`src/rtl/spi_xfer_pkg.sv`:
```
package spi_xfer_pkg;

    localparam int WORD_MAX = 32;

    typedef enum logic [2:0] {
        PH_IDLE,
        PH_SETTLE,
        PH_HIGH,
        PH_LOW,
        PH_GAP
    } phase_t;

    // Word length for a width code; codes 5..7 give the full 32 bits.
    function automatic logic [5:0] word_bits(input logic [2:0] code);
        if (code >= 3'd5) begin
            return 6'd32;
        end
        return 6'd8 + {1'b0, code, 2'b00};
    endfunction

endpackage

```
`src/rtl/spi_xfer_timing.sv`:
```
module spi_xfer_timing #(
    parameter int DIV_W    = 8,
    parameter int SETTLE_W = 8,
    parameter int CNT_W    = 14
) (
    input  logic [DIV_W-1:0]    div_raw,
    input  logic [SETTLE_W-1:0] settle_raw,
    input  logic [DIV_W:0]      n_held,
    output logic [DIV_W:0]      n_next,
    output logic [CNT_W-1:0]    settle_load,
    output logic [CNT_W-1:0]    hi_load,
    output logic [CNT_W-1:0]    lo_load
);
    localparam logic [DIV_W-1:0] DIV_FLOOR = DIV_W'(3);
    localparam logic [DIV_W:0]   N_ONE     = (DIV_W+1)'(1);
    localparam logic [CNT_W-1:0] C_ONE     = CNT_W'(1);

    logic [DIV_W-1:0]  div_eff;
    logic [DIV_W:0]    hi_len;
    logic [DIV_W:0]    lo_len;
    logic [CNT_W-1:0]  settle_ext;

    always_comb begin
        div_eff     = (div_raw < DIV_FLOOR) ? DIV_FLOOR : div_raw;
        n_next      = {1'b0, div_eff} + N_ONE;
        hi_len      = n_held >> 1;
        lo_len      = n_held - hi_len;
        hi_load     = {{(CNT_W-DIV_W-1){1'b0}}, hi_len} - C_ONE;
        lo_load     = {{(CNT_W-DIV_W-1){1'b0}}, lo_len} - C_ONE;
        settle_ext  = {{(CNT_W-SETTLE_W){1'b0}}, settle_raw};
        settle_load = ((settle_ext + C_ONE) << 5) - C_ONE;
    end

endmodule

```
`src/rtl/spi_xfer_gap_timer.sv`:
```
module spi_xfer_gap_timer #(
    parameter int GAP_W = 16
) (
    input  logic             clk,
    input  logic             rst_n,
    input  logic             load,
    input  logic [GAP_W-1:0] span,
    input  logic             tick,
    output logic             done
);
    localparam int CW = GAP_W + 1;
    localparam logic [CW-1:0] C_TWO = CW'(2);
    localparam logic [CW-1:0] C_ONE = CW'(1);

    logic [CW-1:0] left_d, left_q;

    always_comb begin
        left_d = left_q;
        if (load) begin
            left_d = {1'b0, span} + C_TWO;
        end else if (tick && (left_q != '0)) begin
            left_d = left_q - C_ONE;
        end
        done = (left_q == '0);
    end

    always_ff @(posedge clk or negedge rst_n) begin
        if (!rst_n) begin
            left_q <= '0;
        end else begin
            left_q <= left_d;
        end
    end

endmodule

```
`src/rtl/spi_xfer_master.sv`:
```
module spi_xfer_master
    import spi_xfer_pkg::*;
#(
    parameter int DIV_W    = 8,
    parameter int SETTLE_W = 8,
    parameter int GAP_W    = 16
) (
    input  logic                clk,
    input  logic                rst_n,
    input  logic                bus_tick,
    input  logic [DIV_W-1:0]    cfg_div,
    input  logic [SETTLE_W-1:0] cfg_settle,
    input  logic [GAP_W-1:0]    cfg_gap,
    input  logic [2:0]          cfg_width,
    input  logic                start,
    input  logic                tx_valid,
    input  logic [31:0]         tx_data,
    output logic                tx_ready,
    input  logic                rx_ready,
    output logic                rx_valid,
    output logic [31:0]         rx_data,
    output logic                rx_overrun,
    output logic                tx_underrun,
    output logic                sclk,
    output logic                ss_n,
    output logic                mosi,
    input  logic                miso
);
    localparam int CNT_A = SETTLE_W + 6;
    localparam int CNT_B = DIV_W + 2;
    localparam int CNT_W = (CNT_A > CNT_B) ? CNT_A : CNT_B;
    localparam logic [CNT_W-1:0] C_ONE = CNT_W'(1);

    typedef struct packed {
        phase_t                 phase;
        logic [CNT_W-1:0]       cnt;
        logic [5:0]             bits;
        logic [5:0]             width;
        logic [DIV_W:0]         n;
        logic [GAP_W-1:0]       gap;
        logic [WORD_MAX-1:0]    tx_sh;
        logic [WORD_MAX-1:0]    rx_sh;
        logic [WORD_MAX-1:0]    rx_word;
        logic                   sclk;
        logic                   ss_n;
        logic                   rx_valid;
        logic                   underrun;
    } regs_t;

    regs_t r_d, r_q;

    logic [DIV_W:0]   n_next;
    logic [CNT_W-1:0] settle_load, hi_load, lo_load;
    logic             gap_load, gap_done;
    logic             go;
    logic [5:0]       w_new;

    spi_xfer_timing #(
        .DIV_W   (DIV_W),
        .SETTLE_W(SETTLE_W),
        .CNT_W   (CNT_W)
    ) u_timing (
        .div_raw    (cfg_div),
        .settle_raw (cfg_settle),
        .n_held     (r_q.n),
        .n_next     (n_next),
        .settle_load(settle_load),
        .hi_load    (hi_load),
        .lo_load    (lo_load)
    );

    spi_xfer_gap_timer #(
        .GAP_W(GAP_W)
    ) u_gap (
        .clk  (clk),
        .rst_n(rst_n),
        .load (gap_load),
        .span (r_q.gap),
        .tick (bus_tick),
        .done (gap_done)
    );

    always_comb begin
        r_d        = r_q;
        r_d.rx_valid = 1'b0;
        r_d.underrun = 1'b0;
        gap_load   = 1'b0;
        w_new      = word_bits(cfg_width);
        go         = (r_q.phase == PH_IDLE) && (start || tx_valid);

        unique case (r_q.phase)
            PH_IDLE: begin
                if (go) begin
                    r_d.phase    = PH_SETTLE;
                    r_d.ss_n     = 1'b0;
                    r_d.cnt      = settle_load;
                    r_d.n        = n_next;
                    r_d.gap      = cfg_gap;
                    r_d.width    = w_new;
                    r_d.bits     = '0;
                    r_d.rx_sh    = '0;
                    r_d.tx_sh    = tx_valid ? (tx_data << (6'd32 - w_new)) : '0;
                    r_d.underrun = !tx_valid;
                end
            end
            PH_SETTLE, PH_LOW: begin
                if (r_q.cnt == '0) begin
                    r_d.phase = PH_HIGH;
                    r_d.sclk  = 1'b1;
                    r_d.rx_sh = {r_q.rx_sh[WORD_MAX-2:0], miso};
                    r_d.bits  = r_q.bits + 6'd1;
                    r_d.cnt   = hi_load;
                end else begin
                    r_d.cnt = r_q.cnt - C_ONE;
                end
            end
            PH_HIGH: begin
                if (r_q.cnt == '0) begin
                    r_d.sclk = 1'b0;
                    if (r_q.bits == r_q.width) begin
                        r_d.phase    = PH_GAP;
                        r_d.ss_n     = 1'b1;
                        r_d.rx_valid = 1'b1;
                        r_d.rx_word  = r_q.rx_sh;
                        gap_load     = 1'b1;
                    end else begin
                        r_d.phase = PH_LOW;
                        r_d.tx_sh = r_q.tx_sh << 1;
                        r_d.cnt   = lo_load;
                    end
                end else begin
                    r_d.cnt = r_q.cnt - C_ONE;
                end
            end
            PH_GAP: begin
                if (gap_done) begin
                    r_d.phase = PH_IDLE;
                end
            end
            default: r_d.phase = PH_IDLE;
        endcase
    end

    always_ff @(posedge clk or negedge rst_n) begin
        if (!rst_n) begin
            r_q       <= '0;
            r_q.phase <= PH_IDLE;
            r_q.ss_n  <= 1'b1;
        end else begin
            r_q <= r_d;
        end
    end

    assign tx_ready    = (r_q.phase == PH_IDLE);
    assign rx_valid    = r_q.rx_valid;
    assign rx_data     = r_q.rx_word;
    assign rx_overrun  = r_q.rx_valid & ~rx_ready;
    assign tx_underrun = r_q.underrun;
    assign sclk        = r_q.sclk;
    assign ss_n        = r_q.ss_n;
    assign mosi        = r_q.tx_sh[WORD_MAX-1];

endmodule

```
`config.mk`:
```
export PLATFORM = sky130hd
export DESIGN_NAME = spi_xfer_master
export DESIGN_NICKNAME = d
export VERILOG_FILES = /design/src/rtl/spi_xfer_pkg.sv /design/src/rtl/spi_xfer_timing.sv /design/src/rtl/spi_xfer_gap_timer.sv /design/src/rtl/spi_xfer_master.sv
export SDC_FILE = /design/constraint.sdc
export NUM_CORES = 1
export LEC_CHECK = 0
export ABC_CLOCK_PERIOD_IN_PS = 4130
export BUFFER_PORTS_ARGS = -buffer_cell sky130_fd_sc_hd__buf_2
export CAP_MARGIN = 0
export CORE_ASPECT_RATIO = 0.6
export CORE_UTILIZATION = 40
export CTS_BUF_LIST = sky130_fd_sc_hd__clkbuf_4
export CTS_CLUSTER_SIZE = 10
export DETAILED_ROUTE_END_ITERATION = 8
export GPL_ROUTABILITY_DRIVEN = 0
export SKIP_CTS_REPAIR_TIMING = 1
export SYNTH_ARGS = -nofsm -noshare
export SYNTH_HDL_FRONTEND = slang
export SYNTH_HIERARCHICAL = 1
export SYNTH_SLANG_ARGS = --single-unit
```
`constraint.sdc`:
```
create_clock -name clk -period 4.13 [get_ports clk]
set_input_delay 0.413 -clock clk [delete_from_list [all_inputs] [get_ports clk]]
set_output_delay 0.413 -clock clk [all_outputs]
set_load 0.01 [all_outputs]
```
==> flow_summary_export.csv, run 1 <==
group,metric,value,unit
outcome,result_of_the_run,"complete, no violations",
placement,numPortBuffers,112,
finish,final_nets,1324,
setup_path,critPathLaunchType,"flip-flop",
placement,place_ws,0.588,ns
finish,final_core_utilization,0.453,
drt,wire_per_inst,15.9,um
clocking,cts_buffers,17,
drt,drt-vias-per-instance,5.34,
yosys,synthesis.area_per_instance,8.99,sq um
global_route,first_global_vias,7882,
clocking,cts-root-buf,"clkbuf_4",
sta,relSlewSlack,0.243,
sta,setup_clock_skew_after_layout,0.0286,ns
yosys,yosys_most_used_dff,"dfrtp_1",
sta,clock_period_minus_worst_slack,3.68,ns
sta,finalHoldViolCount,0,
finish,post_route_cells_drive_above_1_share,0.178,
finish,layout.cells.most_common_list,"215 x nand2_1, 168 x dfrtp_1, 111 x buf_2, 79 x nor2_1, 65 x o21ai_0",
floorplan,floorplan.die.height,127,um
clocking,clock_tree.htree_level_count,4,
sta,final_max_slew_viol_count,0,
yosys,post-synth-top-area-fraction,0.402,
floorplan,fp.coreArea,25400,sq um
floorplan,design.die.area,26800,sq um
setup_path,crit_required,4.62,ns
setup_path,critical_path_s_most_frequent_cell,"o21ai_0",
setup_path,critPathBufInv,1,
floorplan,io_pins,113,
pwr,largest_vdd_supply_drop,0.186,mV
finish,layout-area-overhead-vs-synth,10.3,%
yosys,synth_cells,1162,
sta,grt_setup_unrepaired,"no",
min_path,worst_hold_path_type,"primary input to flip-flop",
drt,drcViolationCount,0,
setup_path,sort_of_element_at_the_end_of_the_critical_path,"flip-flop",
setup_path,arrival,4.17,ns
clocking,tritoncts,"built",
global_route,antenna_found_initial,1,
global_route,grt_pass1_wl,42100,um
clocking,path_clk_slew,0.16,ns
drt,totalWireLength,25300,um
sta,timing.final.ws_setup,0.452,ns
sta,fin_crit_sh,0.891,
floorplan,die-width,211,um
sta,finalSetupTns,0,ns
sta,fmax,0.272,GHz
drt,route.antenna.remaining_nets,0,
yosys,netlist_area_pre_place,10500,sq um
setup_path,timing.critical_path.cells,"ha_1 -> inv_1 -> fa_1 -> nor2b_1 -> o21ai_0 -> a211o_1 -> nand4_1 -> nor3b_2 -> nor3b_1 -> o21ai_0 -> a221o_1 -> a21oi_1",
floorplan,floorplan.initialDensity,0.411,
setup_path,setup.worst_path.class,"flip-flop to flip-flop",
finish,layout.cells.most_common,"nand2_1",
sta,tightest_slew,1.14,ns
yosys,count_of_flip_flops_with_a_built_in_enable_after_synthesis,0,
pwr,cellLeakagePower,5.24,nW
clocking,cts.sink_count,169,
flow_run,max_cap_check_violation_count,0,
drt,detailedRoute.firstPassIterationCount,7,
yosys,synth_top_area_cell,"dfrtp_1",
clocking,cts_buffer_depth,2,
drt,via_count,8484,
clocking,clock_latency,0.59,ns
global_route,pin_count_of_the_biggest_net_entering_global_routing,93,
setup_path,largest_incremental_delay_on_the_critical_path,0.55,ns
setup_path,cp_max_fo,6,
setup_path,crit_family,"compound AO/OA/AOI/OAI gates",
yosys,synth-seq-cells,169,
setup_path,critical_path.slowest_cell,"nor3b_1",
yosys,ys_types,80,
global_route,grt-ovfl-total,0,
global_route,grt.total_usage,0.195,
drt,drt_iter0_drc,651,
yosys,asyncSetResetFlopFracSynth,1.00,
floorplan,std_cell_rows,45,
yosys,synth_warnings,6,
placement,estimated_wirelength_of_the_detail_placed_design,18000,um
pwr,power_per_cell_area,276,nW/um^2
sta,report.final.setup_viol,0,
yosys,netlist_top_cells_area,"dfrtp_1 40%, nand2_1 7.7%, mux2_4 4.3%, xnor2_1 3.9%, mux2i_1 3.6%",
yosys,register_area_share_after_synthesis,0.405,
==> power breakdown <==
part,switching [W],internal [W],leakage [nW]
Sequential,0.0000467,0.00169,2.07
Clock,0.000650,0.000443,0.172
Combinational,0.000190,0.000157,3.00
==> synth_stat cells (3+ instances only) <==
cell       instances
nor2b_1            9
and3_1             8
mux2i_1           38
o211ai_1           6
a2bb2oi_1          8
dfrtp_1          168
and2_1             4
o21ai_1            8
a32oi_1            4
a22oi_1           20
nand2_1          215
xor2_1            22
a31oi_1           15
and4_1             4
nand3_1           28
buf_4             48
xnor2_1           46
o22ai_1           12
ha_1              26
o21ai_0           66
a21o_1             4
a22o_1             6
a221oi_1           5
mux2_4            30
buf_1              4
nand2b_1          12
nor4b_1            3
or4_1              3
inv_1             36
nand4_1            8
buf_2              9
buf_6              3
mux2_2             3
nor3b_1            6
nor2_1            79
nor3_1            16
o31ai_1            4
o21a_1             3
a21oi_1           57
or3_1              8
mux4_2             3
nor3_2             3
nor4_1            14
clkbuf_1          42
a221o_1            3
==> final cells by class <==
type,count,area (sq um)
Tap cell,352,440
Sequential cell,169,4230
Clock inverter,14,183
Clock buffer,18,135
Inverter,36,135
Multi-Input combinational cell,855,5540
Timing Repair Buffer,144,870
Antenna cell,1,2.50
Fill cell,2503,13900
==> flip-flops by register name, indices dropped and copies added, names as in the netlist <==
name / flops
u_gap/left_q: 17
sclk: 1
tx_underrun: 1
rx_valid: 1
rx_data: 32
r_q: 115
mosi: 1
ss_n: 1
==> per-stage QoR <==
stage          area [sq um]  hold slack (ns)  instances  total power (W)
6_report              11500           0.0222       1589          0.00318
5_1_grt               11500          0.00242       1589          0.00333
4_1_cts               11400           -0.113       1573          0.00320
3_5_place_dp          11100            0.455       1541          0.00211
3_3_place_gp          11100            0.444       1541          0.00210
2_1_floorplan         10500            0.117       1166          0.00196
==> metal layers <==
metal / wire, um / GRT usage / share of wire
met1: 13700 / 0.313 / 0.54
met2: 10100 / 0.265 / 0.40
met3: 1330 / 0.0393 / 0.053
met4: 150 / 0.0328 / 0.0059
met5: 0 / 0 / 0
==> worst min-delay path: cells and delay by family <==
family        cells  cell delay (ns)
simple gates      2             0.10
buf+inv           1             0.07
==> worst paths after layout <==
| kind | depth (start not counted) | slack (ns) | end | startpoint |
|---|---|---|---|---|
| setup / recovery | 12 | 0.45 | r_q[147]$_DFFE_PN0P_ | r_q[117]$_DFFE_PN0P_ |
| hold / removal | 3 | 0.02 | r_q[109]$_DFFE_PN0P_ | cfg_gap[9] |
| setup reg to reg | 12 | 0.45 | r_q[147]$_DFFE_PN0P_ | r_q[117]$_DFFE_PN0P_ |
| hold reg to reg | 2 | 0.47 | ss_n$_DFFE_PN1P_ | ss_n$_DFFE_PN1P_ |
| max in group asynchronous | 3 | 2.70 | r_q[80]$_DFFE_PN0P_ | rst_n |
| min in group asynchronous | 2 | 0.47 | r_q[100]$_DFFE_PN0P_ | rst_n |
==> cell families after synthesis <==
group                    Yosys count  synth area share
XOR/XNOR                          68            0.0570
adder cells (fa/ha/maj)           27            0.0330
multiplexers                      74            0.0892
flip-flops                       169             0.405
AO/OA/AOI/OAI                    243             0.147
other                              1          0.000359
buffers and inverters            142            0.0715
AND/OR/NAND/NOR                  438             0.197
(Power assumes the default switching activity.)
==> run 2, diff against run 1 <==
--- a/config.mk
+++ b/config.mk
@@ -7,13 +7,13 @@
 export LEC_CHECK = 0
 export ABC_CLOCK_PERIOD_IN_PS = 4130
 export BUFFER_PORTS_ARGS = -buffer_cell sky130_fd_sc_hd__buf_2
-export CAP_MARGIN = 0
 export CORE_ASPECT_RATIO = 0.6
 export CORE_UTILIZATION = 40
 export CTS_BUF_LIST = sky130_fd_sc_hd__clkbuf_4
 export CTS_CLUSTER_SIZE = 10
 export DETAILED_ROUTE_END_ITERATION = 8
 export GPL_ROUTABILITY_DRIVEN = 0
+export PLACE_DENSITY = 0.63
 export SKIP_CTS_REPAIR_TIMING = 1
 export SYNTH_ARGS = -nofsm -noshare
 export SYNTH_HDL_FRONTEND = slang
==> flow_summary_export.csv, run 2 (synthesis results as in run 1) <==
group,metric,value,unit
setup_path,timing.critical_path.cells,"ha_1 -> inv_1 -> fa_1 -> nor2b_1 -> o21ai_0 -> a211o_1 -> nand4_1 -> nor3b_2 -> nor3b_1 -> o21ai_0 -> a221o_1 -> a21oi_1",
placement,numPortBuffers,112,
finish,num-fill-cells,2536,
setup_path,setup.worst_path.class,"flip-flop to flip-flop",
setup_path,sort_of_element_at_the_end_of_the_critical_path,"flip-flop",
setup_path,crit_family,"compound AO/OA/AOI/OAI gates",
drt,via_count,8443,
finish,final_nets,1322,
finish,layout.cells.most_common_list,"215 x nand2_1, 168 x dfrtp_1, 111 x buf_2, 79 x nor2_1, 65 x o21ai_0",
pwr,power.share.combinational,0.113,
setup_path,critical_path_s_most_frequent_cell,"o21ai_0",
drt,wire_per_inst,15.6,um
sta,tightest_slew,1.13,ns
global_route,antenna_found_initial,1,
finish,multi_input_area,5540,sq um
floorplan,design.die.area,26800,sq um
sta,fin_crit_sh,0.865,
min_path,whs_endpoint,"r_q[101]$_DFFE_PN0P_",
floorplan,die-width,211,um
setup_path,critPathBufInv,1,
drt,detailedRoute.firstPassIterationCount,6,
sta,finalSetupTns,0,ns
min_path,hold_path.startpoint,"cfg_gap[1]",
setup_path,critical_path.slowest_cell,"nor3b_1",
global_route,grt.total_usage,0.189,
finish,layout.cells.most_common,"nand2_1",
clocking,cts_buffer_depth,2,
sta,report.final.setup_viol,0,
pwr,power_switching_share,0.291,
clocking,cts.sink_count,169,
pwr,largest_vdd_supply_drop,0.172,mV
finish,largest_reg_flops,115,
setup_path,arrival,4.07,ns
global_route,grt_pass1_wl,40800,um
finish,max_flop_register,"r_q",
min_path,worst_hold_path_type,"primary input to flip-flop",
setup_path,cp_max_fo,6,
pwr,cellLeakagePower,5.21,nW
sta,finalHoldViolCount,0,
floorplan,floorplan.die.height,127,um
sta,setup_clock_skew_after_layout,0.0184,ns
global_route,grt-ovfl-total,0,
finish,post_route_cells_drive_above_1_share,0.181,
drt,drcViolationCount,0,
sta,relSlewSlack,0.245,
clocking,path_clk_slew,0.16,ns
clocking,cts_buffers,17,
setup_path,ff2ff_setup_slack,0.56,ns
drt,drt_iter0_drc,741,
clocking,cts-root-buf,"clkbuf_4",
floorplan,floorplan.initialDensity,0.411,
setup_path,crit_required,4.63,ns
sta,clock_period_minus_worst_slack,3.57,ns
sta,grt_setup_unrepaired,"no",
pwr,cellInternalPower,0.00217,W
setup_path,timing.rr.end,"r_q[147]$_DFFE_PN0P_",
outcome,result_of_the_run,"complete, no violations",
min_path,timing.hold.worst_path_depth,3,
setup_path,r2r-start,"r_q[117]$_DFFE_PN0P_",
drt,totalWireLength,24700,um
setup_path,largest_incremental_delay_on_the_critical_path,0.52,ns
finish,layout-area-overhead-vs-synth,9.60,%
setup_path,crit_start,"r_q[117]$_DFFE_PN0P_",
drt,route.antenna.remaining_nets,0,
clocking,tritoncts,"built",
pwr,power_frac_clock,0.319,
floorplan,std_cell_rows,45,
setup_path,worstRegToRegCells,12,
finish,register_area,4230,sq um
global_route,first_global_vias,7857,
flow_run,max_cap_check_violation_count,0,
sta,fmax,0.280,GHz
global_route,pin_count_of_the_biggest_net_entering_global_routing,93,
sta,final_max_slew_viol_count,0,
floorplan,fp.coreArea,25400,sq um
floorplan,io_pins,113,
pwr,power_switching,0.000893,W
pwr,power_per_cell_area,268,nW/um^2
setup_path,critPathLaunchType,"flip-flop",
clocking,clock_tree.htree_level_count,4,
clocking,clock_latency,0.58,ns
drt,drt-vias-per-instance,5.32,
pwr,power.total,0.00306,W
placement,estimated_wirelength_of_the_detail_placed_design,17700,um
pwr,seq_power_share,0.568,
-- run 2: how the worst max path moves through the flow --
stage | cells after the start | endpoint
global route | 12 | r_q[147]$_DFFE_PN0P_
floorplan | 13 | r_q[147]$_DFFE_PN0P_
CTS | 12 | r_q[147]$_DFFE_PN0P_
detailed placement | 12 | r_q[147]$_DFFE_PN0P_
global placement | 12 | r_q[147]$_DFFE_PN0P_
finish | 12 | r_q[147]$_DFFE_PN0P_
-- run 2: tightest hold or removal path: stages --
cell,delay (ns)
buf_2,0.07
nand2_1,0.04
nand2_1,0.05
-- run 2: cell type report --
cell class,count,area share
repair buffers,142,0.0733
inverters,36,0.0118
well taps,352,0.0384
flip-flops and latches,169,0.369
multi-input cells,855,0.483
clock buffers,18,0.0118
diodes,1,0.000218
clock inverters,14,0.0119
-- run 2: stage by stage --
stage	setup WS (ns)	hold slack, ns	cells	instance area [sq um]	util
2_1_floorplan	0.987	0.117	1166	10500	-
3_3_place_gp	0.771	0.452	1545	11100	0.436
6_report	0.559	0.0167	1587	11500	0.450
3_5_place_dp	0.679	0.450	1545	11100	0.436
4_1_cts	0.625	-0.0906	1577	11400	0.446
5_1_grt	0.304	0.000706	1587	11500	0.450
-- run 2: routing by layer --
layer,wire [um],global-route usage,share of wire
met1,13400,0.300,0.54
met2,9850,0.264,0.40
met3,1230,0.0352,0.050
met4,194,0.0341,0.0079
met5,0,0,0
-- run 2: power groups by stage --
stage	Combinational [W]	Sequential (W)	Clock, W
6_report	0.000347	0.00174	0.000977
3_3_place_gp	0.000334	0.00177	0
3_5_place_dp	0.000343	0.00177	0
2_1_floorplan	0.000203	0.00176	0
4_1_cts	0.000342	0.00174	0.00101
5_1_grt	0.000389	0.00175	0.00108
==> run 3, diff against run 2 <==
--- a/config.mk
+++ b/config.mk
@@ -5,6 +5,7 @@
 export SDC_FILE = /design/constraint.sdc
 export NUM_CORES = 1
 export LEC_CHECK = 0
+export ABC_AREA = 1
 export ABC_CLOCK_PERIOD_IN_PS = 4130
 export BUFFER_PORTS_ARGS = -buffer_cell sky130_fd_sc_hd__buf_2
 export CORE_ASPECT_RATIO = 0.6
==> flow_summary_export.csv, run 3 <==
group,metric,value,unit
outcome,result_of_the_run,"complete, but fails checks",
outcome,failed_checks,"DRC",
drt,wire_per_inst,14.1,um
pwr,cellLeakagePower,6.55,nW
drt,via_count,10400,
yosys,synthesis.area_per_instance,6.93,sq um
floorplan,design.die.area,29300,sq um
setup_path,critPathLaunchType,"flip-flop",
yosys,synthTopCellsByCount,"569 x nand2_1, 182 x inv_1, 168 x dfrtp_1",
sta,timing.hold.ws,0.0865,ns
pwr,power_per_cell_area,563,nW/um^2
yosys,ys_types,50,
clocking,cts-root-buf,"clkbuf_4",
pwr,largest_vdd_supply_drop,0.270,mV
sta,fmax,0.304,GHz
setup_path,setup.worst_path.class,"flip-flop to flip-flop",
placement,estimated_wirelength_of_the_detail_placed_design,22000,um
global_route,first_global_vias,9663,
floorplan,std_cell_rows,47,
drt,drcViolationCount,6,
yosys,post-synth-top-area-fraction,0.368,
clocking,clock_tree.htree_level_count,4,
min_path,hold_path.startpoint,"cfg_div[0]",
sta,grt_setup_unrepaired,"no",
clocking,cts_buffers,17,
floorplan,fp.coreArea,27800,sq um
finish,final_nets,1814,
setup_path,r2r-start,"r_q[137]$_DFFE_PN0P_",
finish,max_flop_register,"r_q",
clocking,clock_latency,0.63,ns
setup_path,timing.rr.end,"u_gap/left_q[7]$_DFFE_PN0P_",
pwr,power_switching,0.00334,W
pwr,power.total,0.00696,W
clocking,path_clk_slew,0.15,ns
sta,fin_crit_sh,0.797,
drt,drt_iter0_drc,1167,
setup_path,sort_of_element_at_the_end_of_the_critical_path,"flip-flop",
finish,layout.cells.most_common,"nand2_1",
setup_path,worstRegToRegCells,12,
floorplan,floorplan.initialDensity,0.411,
clocking,tritoncts,"built",
setup_path,arrival,3.82,ns
finish,post_route_cells_drive_above_1_share,0.144,
yosys,netlist_area_pre_place,11400,sq um
sta,finalSetupTns,0,ns
setup_path,crit_start,"r_q[137]$_DFFE_PN0P_",
drt,drt-vias-per-instance,4.99,
sta,clock_period_minus_worst_slack,3.29,ns
finish,layout-area-overhead-vs-synth,8.23,%
sta,relSlewSlack,0.377,
global_route,grt-ovfl-total,0,
yosys,asyncSetResetFlopFracSynth,1.00,
yosys,count_of_flip_flops_with_a_built_in_enable_after_synthesis,0,
sta,finalHoldViolCount,0,
pwr,power.share.combinational,0.504,
global_route,antenna_found_initial,1,
global_route,pin_count_of_the_biggest_net_entering_global_routing,103,
setup_path,setup.worst_path.end,"u_gap/left_q[7]$_DFFE_PN0P_",
yosys,netlist_top_cells_area,"dfrtp_1 37%, nand2_1 19%, inv_1 6.0%, nand3_1 5.5%, nor2_1 4.6%",
sta,report.final.setup_viol,0,
min_path,worst_hold_path_type,"primary input to flip-flop",
floorplan,io_pins,113,
yosys,synth_warnings,6,
pwr,cellInternalPower,0.00362,W
flow_run,max_cap_check_violation_count,0,
sta,final_max_slew_viol_count,0,
yosys,register_area_share_after_synthesis,0.370,
yosys,yosys_most_used_dff,"dfrtp_1",
sta,setup_clock_skew_after_layout,0.0284,ns
yosys,synth_top_area_cell,"dfrtp_1",
drt,detailedRoute.firstPassIterationCount,8,
yosys,most_used_standard_cell_by_instance_count_after_synthesis,"nand2_1",
drt,route.antenna.remaining_nets,0,
yosys,synth_cells,1648,
clocking,cts_buffer_depth,2,
pwr,seq_power_share,0.361,
yosys,synth-seq-cells,169,
finish,layout.cells.most_common_list,"569 x nand2_1, 182 x inv_1, 168 x dfrtp_1, 141 x nor2_1, 126 x nand3_1",
clocking,cts.sink_count,169,
floorplan,die-width,220,um
drt,totalWireLength,29500,um
floorplan,floorplan.die.height,133,um
global_route,grt.total_usage,0.209,
setup_path,ff2ff_setup_slack,0.84,ns
placement,numPortBuffers,112,
setup_path,crit_required,4.65,ns
global_route,grt_pass1_wl,48900,um
setup_path,cp_max_fo,26,
sta,tightest_slew,0.935,ns
finish,final_core_utilization,0.445,
finish,largest_reg_flops,115,
pwr,power_frac_clock,0.135,
pwr,power_switching_share,0.480,
-- run 3: cell count changes after synthesis, sizes merged, moves of 31 or more --
cell and delta:
nand4 +31, nand2 +370, nand3 +104, xnor2 -37, mux2i -38, inv +157, nor2 +84, mux2 -33
-- run 3: critical path, cell delays in order, from the launching register on --
cell,delay [ns]
dfrtp_1,0.44
inv_1,0.13
ha_1,0.20
nand3_1,0.10
nor2_2,0.16
nand2_4,0.21
nor3_4,0.22
buf_4,0.29
clkinv_1,0.53
nand2_2,0.56
clkinv_4,0.18
nand2_1,0.09
nand2_1,0.05
-- run 3: how the worst min path moves through the flow --
stage	to	slack [ns]	depth (start not counted)
2_1_floorplan	mosi$_DFFE_PN0P_	0.12	0
3_3_place_gp	ss_n$_DFFE_PN1P_	0.45	2
3_5_place_dp	ss_n$_DFFE_PN1P_	0.46	2
4_1_cts	r_q[56]$_DFFE_PN0P_	-0.12	1
5_1_grt	r_q[116]$_DFFE_PN0P_	0.04	4
6_report	r_q[116]$_DFFE_PN0P_	0.09	4
-- run 3: area by class of cell --
cell class              count  area (sq um)
fillers                  2871         15500
multi-input cells        1181          5790
flip-flops and latches    169          4230
repair buffers            148           882
inverters                 196           741
well taps                 367           459
clock buffers              18           135
clock inverters            13           121
diodes                      1          2.50
-- run 3: kinds of logic after synthesis --
family          Yosys count  share of synthesized area
flops                   169                      0.370
fa+ha+maj                27                     0.0302
simple gates            938                      0.353
xor+xnor                 36                     0.0289
other cells               1                   0.000328
buf+inv                 302                      0.124
compound gates          175                     0.0934
-- run 3: layer usage --
metal  global-route usage  part of all wire  vias to the layer above
met2                0.283              0.40                      296
li1                     -                 -                     5295
met4               0.0452            0.0081                        0
met5                    0                 0                        -
met3               0.0432             0.061                       18
met1                0.333              0.53                     4839
-- run 3: power groups by stage --
| stage | clock network, W | registers, W | logic, W |
|---|---|---|---|
| detailed placement | 0 | 0.00254 | 0.00346 |
| finish | 0.000943 | 0.00251 | 0.00351 |
| global route | 0.00104 | 0.00258 | 0.00402 |
| CTS | 0.000973 | 0.00251 | 0.00348 |
| floorplan | 0 | 0.00242 | 0.00275 |
| global placement | 0 | 0.00253 | 0.00338 |
-- run 3: metrics by stage --
stage	instance area [sq um]	setup WS, ns	std cells
CTS	12200	0.876	2074
global placement	11900	0.998	2043
floorplan	11400	1.71	1652
finish	12400	0.838	2093
global route	12400	0.595	2093
detailed placement	11900	0.902	2043
